==> src/rtl/ilk_pkg.sv <==
package ilk_pkg;
   typedef enum logic [1:0] {
      TX_IDLE  = 2'd0,
      TX_SETUP = 2'd1,
      TX_STB   = 2'd2
   } tx_st_e;

   typedef enum logic [1:0] {
      RX_IDLE  = 2'd0,
      RX_FULL  = 2'd1,
      RX_DRAIN = 2'd2
   } rx_st_e;
endpackage

==> src/rtl/ilk_sync.sv <==
module ilk_sync #(
   parameter int   STAGES  = 2,
   parameter logic RST_VAL = 1'b1
) (
   input  logic clk,
   input  logic rst_n,
   input  logic d,
   output logic q
);
   generate
      if (STAGES < 2) begin : g_bad_depth
         $error("ilk_sync: STAGES must be at least 2");
      end
   endgenerate

   logic [STAGES-1:0] chain;

   always_ff @(posedge clk or negedge rst_n) begin
      if (!rst_n) chain <= {STAGES{RST_VAL}};
      else        chain <= {chain[STAGES-2:0], d};
   end

   assign q = chain[STAGES-1];
endmodule

==> src/rtl/ilk_tx.sv <==
module ilk_tx
   import ilk_pkg::*;
#(
   parameter int DATA_W = 16,
   parameter int CNT_W  = 4
) (
   input  logic              clk,
   input  logic              rst_n,
   input  logic              en,
   input  logic [CNT_W-1:0]  setup_cyc,
   input  logic              wr_en,
   input  logic [DATA_W-1:0] wr_data,
   input  logic              ack_s,
   output logic              tx_ready,
   output logic              stb_n,
   output logic [DATA_W-1:0] dout
);
   tx_st_e             st;
   logic [CNT_W-1:0]   cnt;
   logic [DATA_W-1:0]  lat;
   logic               load;

   assign tx_ready = en && (st == TX_IDLE);
   assign load     = wr_en && tx_ready;
   assign stb_n    = (st != TX_STB);
   assign dout     = lat;

   always_ff @(posedge clk or negedge rst_n) begin
      if (!rst_n) begin
         st  <= TX_IDLE;
         cnt <= '0;
         lat <= '0;
      end else if (!en) begin
         st  <= TX_IDLE;
         cnt <= '0;
      end else begin
         unique case (st)
            TX_IDLE: begin
               if (load) begin
                  lat <= wr_data;
                  if (setup_cyc == '0) begin
                     cnt <= '0;
                     st  <= ack_s ? TX_STB : TX_SETUP;
                  end else begin
                     cnt <= setup_cyc - 1'b1;
                     st  <= TX_SETUP;
                  end
               end
            end
            TX_SETUP: begin
               if (cnt != '0)  cnt <= cnt - 1'b1;
               else if (ack_s) st  <= TX_STB;
            end
            TX_STB: begin
               if (!ack_s) st <= TX_IDLE;
            end
            default: st <= TX_IDLE;
         endcase
      end
   end

   AST_WR_IGNORED: assert property (@(posedge clk) disable iff (!rst_n)
      (wr_en && !tx_ready) |=> $stable(lat));

   AST_STB_NEEDS_ACK_HI: assert property (@(posedge clk) disable iff (!rst_n || !en)
      $fell(stb_n) |-> $past(ack_s));

   AST_DATA_STABLE: assert property (@(posedge clk) disable iff (!rst_n)
      (!stb_n && $past(!stb_n)) |-> $stable(dout));
endmodule

==> src/rtl/ilk_rx.sv <==
module ilk_rx
   import ilk_pkg::*;
#(
   parameter int DATA_W = 16
) (
   input  logic              clk,
   input  logic              rst_n,
   input  logic              en,
   input  logic              stb_s,
   input  logic [DATA_W-1:0] din,
   input  logic              rd_en,
   output logic              valid,
   output logic              ack_n,
   output logic [DATA_W-1:0] dout
);
   rx_st_e            st;
   logic [DATA_W-1:0] lat;

   assign valid = (st == RX_FULL);
   assign ack_n = (st != RX_FULL);
   assign dout  = lat;

   always_ff @(posedge clk or negedge rst_n) begin
      if (!rst_n) begin
         st  <= RX_IDLE;
         lat <= '0;
      end else if (!en) begin
         st  <= RX_IDLE;
      end else begin
         unique case (st)
            RX_IDLE: begin
               if (!stb_s) begin
                  lat <= din;
                  st  <= RX_FULL;
               end
            end
            RX_FULL:  if (rd_en) st <= RX_DRAIN;
            RX_DRAIN: if (stb_s) st <= RX_IDLE;
            default:  st <= RX_IDLE;
         endcase
      end
   end

   AST_ACK_HELD: assert property (@(posedge clk) disable iff (!rst_n || !en)
      (!ack_n && !rd_en) |=> (!ack_n && valid));

   AST_NO_RECAPTURE: assert property (@(posedge clk) disable iff (!rst_n || !en)
      ((st == RX_DRAIN) && !stb_s) |=> !valid);

   AST_LATCH_HELD: assert property (@(posedge clk) disable iff (!rst_n)
      (valid && $past(valid)) |-> $stable(dout));
endmodule

==> src/rtl/ilk_par_port.sv <==
module ilk_par_port #(
   parameter int DATA_W   = 16,
   parameter int NARROW_W = 8,
   parameter int CNT_W    = 4,
   parameter int SYNC_N   = 2
) (
   input  logic              clk,
   input  logic              rst_n,
   input  logic              mode_tx,
   input  logic              wide_sel,
   input  logic [CNT_W-1:0]  setup_cyc,
   input  logic              wr_en,
   input  logic [DATA_W-1:0] wr_data,
   output logic              tx_ready,
   input  logic              rd_en,
   output logic [DATA_W-1:0] rd_data,
   output logic              rx_valid,
   output logic              strb_out,
   input  logic              strb_in,
   output logic [DATA_W-1:0] bus_out,
   output logic              bus_oe,
   input  logic [DATA_W-1:0] bus_in
);
   localparam int UPPER_W = DATA_W - NARROW_W;

   generate
      if (NARROW_W < 1 || DATA_W < NARROW_W) begin : g_bad_width
         $error("ilk_par_port: need 1 <= NARROW_W <= DATA_W");
      end
      if (CNT_W < 1) begin : g_bad_cnt
         $error("ilk_par_port: CNT_W must be positive");
      end
   endgenerate

   logic              mode_q;
   logic              flush;
   logic              tx_en;
   logic              rx_en;
   logic              strb_s;
   logic              tx_stb_n;
   logic              rx_ack_n;
   logic [DATA_W-1:0] wmask;

   generate
      if (UPPER_W > 0) begin : g_mask_split
         assign wmask = wide_sel ? {DATA_W{1'b1}}
                                 : {{UPPER_W{1'b0}}, {NARROW_W{1'b1}}};
      end else begin : g_mask_full
         assign wmask = {DATA_W{1'b1}};
      end
   endgenerate

   always_ff @(posedge clk or negedge rst_n) begin
      if (!rst_n) mode_q <= 1'b0;
      else        mode_q <= mode_tx;
   end

   assign flush = mode_tx ^ mode_q;
   assign tx_en = mode_tx & ~flush;
   assign rx_en = ~mode_tx & ~flush;

   ilk_sync #(.STAGES(SYNC_N), .RST_VAL(1'b1)) u_sync (
      .clk   (clk),
      .rst_n (rst_n),
      .d     (strb_in),
      .q     (strb_s)
   );

   ilk_tx #(.DATA_W(DATA_W), .CNT_W(CNT_W)) u_tx (
      .clk       (clk),
      .rst_n     (rst_n),
      .en        (tx_en),
      .setup_cyc (setup_cyc),
      .wr_en     (wr_en),
      .wr_data   (wr_data & wmask),
      .ack_s     (strb_s),
      .tx_ready  (tx_ready),
      .stb_n     (tx_stb_n),
      .dout      (bus_out)
   );

   ilk_rx #(.DATA_W(DATA_W)) u_rx (
      .clk   (clk),
      .rst_n (rst_n),
      .en    (rx_en),
      .stb_s (strb_s),
      .din   (bus_in & wmask),
      .rd_en (rd_en),
      .valid (rx_valid),
      .ack_n (rx_ack_n),
      .dout  (rd_data)
   );

   assign strb_out = flush | (mode_tx ? tx_stb_n : rx_ack_n);
   assign bus_oe   = mode_tx;

   AST_MODE_IDLE: assert property (@(posedge clk) disable iff (!rst_n)
      flush |=> (strb_out && !rx_valid));

   AST_ONE_ROLE: assert property (@(posedge clk) disable iff (!rst_n)
      !(tx_ready && rx_valid));
endmodule

==> config.mk <==
export PLATFORM = sky130hd
export DESIGN_NAME = ilk_par_port
export DESIGN_NICKNAME = d
export VERILOG_FILES = /design/src/rtl/ilk_pkg.sv /design/src/rtl/ilk_sync.sv /design/src/rtl/ilk_tx.sv /design/src/rtl/ilk_rx.sv /design/src/rtl/ilk_par_port.sv
export SDC_FILE = /design/constraint.sdc
export NUM_CORES = 1
export LEC_CHECK = 0
export BUFFER_PORTS_ARGS = -buffer_cell sky130_fd_sc_hd__buf_2
export CAP_MARGIN = 20
export CELL_PAD_IN_SITES_DETAIL_PLACEMENT = 0
export CELL_PAD_IN_SITES_GLOBAL_PLACEMENT = 2
export CORE_ASPECT_RATIO = 1.1
export CORE_UTILIZATION = 31
export CTS_BUF_LIST = sky130_fd_sc_hd__clkbuf_16
export DETAILED_ROUTE_END_ITERATION = 8
export PLACE_DENSITY_LB_ADDON = 0.2
export SLEW_MARGIN = 20
export SYNTH_ARGS = -nofsm -noshare
export SYNTH_HDL_FRONTEND = slang
export SYNTH_SLANG_ARGS = --single-unit
==> constraint.sdc <==
create_clock -name clk -period 3.05 [get_ports clk]
set_input_delay 0.1525 -clock clk [delete_from_list [all_inputs] [get_ports clk]]
set_output_delay 0.1525 -clock clk [all_outputs]
set_load 0.05 [all_outputs]
# After elaboration in Yosys (flattened, before gate mapping)
# Cells that the tools add are included.
# classes
n_addsub,2
eq_ne,15
mux,20
bitwise,9
n_reduce_logical,11
# op_table
operator,n
$and A16 B16 Y16,2
$ne A3 B3 Y1 const B,9
$mux W2,11
$mux W16,1
$mux W4,4
$pmux W2 S3,2
$reduce_and A3 Y1,4
$pmux W4 S2,1
$sub A4 B1 Y4 const B,2
$eq A2 B1 Y1 const B,2
$eq A2 B2 Y1 const B,2
$logic_not A2 Y1,2
$logic_not A4 Y1,1
$reduce_and A4 Y1,1
$reduce_bool A4 Y1,1
$not A1 Y1,3
$and A1 B1 Y1,2
$logic_and A1 B1 Y1,2
$ne A2 B1 Y1 const B,1
$ne A2 B2 Y1 const B,1
$mux W1,1
$or A1 B1 Y1,1
$xor A1 B1 Y1,1
# totals
reg_bits,43
in_bits,43
out_inout_bits,36
wordCells,64

# Depth between registers and ports, before layout
# depth
depth_word,8
ltp_mapped,7
depth_no_buf,6

# Cells and area by module
# A second synthesis with hierarchy kept.
# hier_totals
cells_unflattened,166
hier_area_um2,2147.1
# by_module_without_submodules
mod,n_inst,cells_each,area_each_um2,seq_area_each_um2
ilk_tx,1,96,1168.6,550.5
ilk_rx,1,43,719.4,450.4
ilk_par_port,1,25,206.4,25.0
ilk_sync,1,2,52.6,52.6

# Least setup slack after synthesis
# Ideal clock, no wire load.
# synth_timing
path_type,register -> register
startpoint,register mode_q
endpoint,register u_tx.lat[5] (netlist: u_tx.dout[5])
setup_time_ns,0.125
arrival_time_ns,1.762
required_ns,2.925
path_slack_ns,1.163
path_stages_with_launch,7
n_path_buf,2
synth_period_minus_slack_ns,1.887
cell_sequence,dfrtp_1 -> ha_1 -> buf_6 -> nor3b_4 -> nand2_4 -> buf_6 -> mux2_4
# synth_via
elab_chain_len,6
# synth_rtl
element,line,source
"start, declared",ilk_par_port.sv:35,logic mode_q;
"start signal, assigned",ilk_par_port.sv:55,else mode_q <= mode_tx;
$xor A1 B1 Y1,ilk_par_port.sv:58,assign flush = mode_tx ^ mode_q;
$not A1 Y1,ilk_par_port.sv:59,assign tx_en = mode_tx & ~flush;
$and A1 B1 Y1,ilk_par_port.sv:59,
$logic_and A1 B1 Y1,ilk_tx.sv:23,assign tx_ready = en && (st == TX_IDLE);
via tx_ready,ilk_par_port.sv:14,"output logic tx_ready,"
$logic_and A1 B1 Y1,ilk_tx.sv:24,assign load = wr_en && tx_ready;
$reduce_and A3 Y1 (no line),n/a,
"end signal, assigned",ilk_tx.sv:40,lat <= wr_data;
"end, declared",ilk_tx.sv:20,logic [DATA_W-1:0] lat;
# The timed path passes the listed nets, and every way through them passes these cells.
# A chain may end at the register's enable or synchronous reset.

# Worst setup path in the final report
# layout_timing
startpoint,register mode_q
endpoint,register u_rx.lat[5] (netlist: u_rx.dout[5])
# layout_via
elab_chain_len,4
# layout_rtl
element,line,source
$xor A1 B1 Y1,ilk_par_port.sv:58,
$not A1 Y1,ilk_par_port.sv:60,assign rx_en = ~mode_tx & ~flush;
$and A1 B1 Y1,ilk_par_port.sv:60,
$reduce_and A3 Y1 (no line),n/a,
"end signal, assigned",ilk_rx.sv:33,lat <= din;
"end, declared",ilk_rx.sv:17,logic [DATA_W-1:0] lat;
# Every way passes these cells.

==> metrics.txt <==
maxcap violations=0; CTS sink count=43; worst-margin pin slew=961 ps; post-synthesis mux area share=10.3%; busiest grt layer=met2; RD Place Congestion=0.700; routed len/inst=11.9 µm; Worst setup endpoint=u_rx.dout[5]; deepest clock path buffer count=2; GR Util met1=15.6%; clk_skew=2.72 ps; IO Pins=79; initial antenna violation count=0; ys flop type=dfrtp_1; clock root buffer=clkbuf_16; final core utilization=42.0%; CTS tree=built; min Tclk post-route=1840 ps; Synth Area in Adders=3.80%; CP Data Arrival Time=2000 ps; Congestion Overflow GR=0; clock buffer count from CTS=5; Routed WL=4070 µm; met2 usage=21.1%; first-pass GRT wire length=6690 µm; reg-to-reg startpoint=mode_q; Global Route Usage Sum=12.7%; xor/xnor share of the synthesized area=0%; Avg Synthesized Cell Area=10.7 µm²; Hold Worst Slack=14.0 ps; reg2reg end=u_rx.dout[5]; largest family of logic cells by synthesized area=simple AND/OR/NAND/NOR gates; Final Cycle Share=60.2%; Post-Place Setup Slack=1120 ps; Hold Fails Final Rpt=0; crit end category=flip-flop; Cell Pwr Density=730 nW/µm²; FMAX=0.544 GHz; row count=30; Post-synth EDFFs=0; RSZ-0062 raised after global routing=no; I/O Buffers=78; Pins Over Slew Limit=0; Compound-Gate Fraction of Synth Area=9.70%; worst min-delay path category=primary input to asynchronous set/reset pin; Initial DRC Count=43; # nets final=311; Core Footprint=6160 µm²; most common cell in the synthesized netlist=dfrtp_1; met3 Use GR=3.94%; Peak VDD IR=334 µV; yosys warns=0; total power=1.88 mW; worst-skew pair later-pin latency=280 ps; top cells by count, synth=dfrtp_1, nand2_1, o21ai_0; post-synth top area share=52.0%; Setup-failing EPs final=0; DR vias=1555; sequential area share after synthesis=54.6%; vias in the first global route=1453; DRT antenna net count=0; largest cells by area after synthesis=dfrtp_1, mux2_2, nand2_1, o21ai_0, ha_1; Register-to-Register Path Depth=4; H-tree depth=2; critical path class=flip-flop to flip-flop; Synth Instances=185; Mapped Nets=234; Die ar.=6690 µm²; Simple-Gate Fraction of Synth Area=17.7%; post-CTS setup buffer count=0; slew margin rel.=35.9%; Reg clk slew, reported paths=60 ps; Worst setup SP type=flip-flop; HPWL after DPL=3020 µm; Synth Cell Area=1970 µm²; largest net degree at the start of global routing=44; setup TNS=0 ps; first-pass iteration count of the detailed router=4; Synth area leader=dfrtp_1; layout cells sized above 1=40.3%; Inserted Diodes=0; CP max FO=25; Critical Path RT=3210 ps; drc violations=0; vias per cell=4.53; Die H=85.7 µm; async set-reset flop share out of synthesis=100%; outcome=finished clean; register bit total from synthesis=43; Starting Density=32.1%; setup ws final=1210 ps; Die W=78.1 µm; Netlist cell types=32; register-to-register setup slack=1210 ps; area grow syn2layout=30.8%; Critical Path Source=mode_q; Pleak=1.33 nW
-- cell families (layout without fill, tap and decap cells) --
kind of cell / after synthesis / in the layout
AOI/OAI and AO/OA: 33 / 33
adders and majority gates: 6 / 6
muxes: 17 / 17
DFF: 43 / 43
and+or+nand+nor: 71 / 71
buffers and inverters: 15 / 93
-- worst min-delay path by stage --
stage	cells after the start	start	slack, ps	endpoint
after floorplan	0	rst_n	-140	mode_q
after global placement	1	strb_in	270	u_sync.chain[0]
after detailed placement	1	strb_in	270	u_sync.chain[0]
after CTS	1	mode_tx	50	mode_q
after global routing	1	mode_tx	60	mode_q
final	1	rst_n	10	u_tx.cnt[1]
-- registers in the layout, summed over array words and instances (netlist names) --
| register | flops |
|---|---|
| u_rx.dout | 16 |
| u_tx.dout | 16 |
| u_tx.cnt | 4 |
| u_rx.st | 2 |
| u_sync.chain | 2 |
| u_tx.st | 2 |
| mode_q | 1 |
-- routing by layer --
layer / wire [µm] / part of all wire, % / up-vias
li1: - / - / 782
met1: 1820 / 45 / 716
met2: 1920 / 47 / 52
met3: 282 / 6.9 / 5
met4: 50 / 1.2 / 0
met5: 0 / 0 / -
-- final cells by class --
class / instances / area (µm²)
fill: 628 / 3570
sequential: 43 / 1080
multi-input combinational: 127 / 818
timing repair buffer: 79 / 400
clock buffer: 5 / 125
tap: 80 / 100
clock inverter: 3 / 37.5
inverter: 6 / 22.5
-- power breakdown --
part | internal, mW | switching (mW)
sequential | 0.662 | 0.0469
combinational | 0.163 | 0.432
clock | 0.380 | 0.200
-- layout by cell type (no fill, tap or decap), types with 4 or more instances in the layout --
cell       Yosys  layout
ha_1           6       6
clkbuf_16      0       5
mux2_2        14      14
nand2_1       40      40
dfrtp_1       41      41
nor2_1         8       8
buf_2          2      78
inv_1          6       8
o21ai_0       17      17
nor2b_1        4       4
a21oi_1        6       6
-- per-stage QoR --
step | instance area (µm²) | instances
5_1_grt | 2580 | 343
4_1_cts | 2580 | 343
6_report | 2580 | 343
3_3_place_gp | 2410 | 334
3_5_place_dp | 2410 | 334
2_1_floorplan | 1970 | 185
-- critical path, stage by stage (launching register included) --
cell and delay (ps):
dfrtp_1 370, inv_1 60, ha_1 170, nand3b_1 600, mux2_2 520
-- timing repair --
item / 4_1_cts / 5_1_grt
hold buffers: 1 / 0
hold endpoints to repair: 1 / 0
gates resized for setup: 0 / 0
Note: power is estimated with default switching activity, not from simulation.
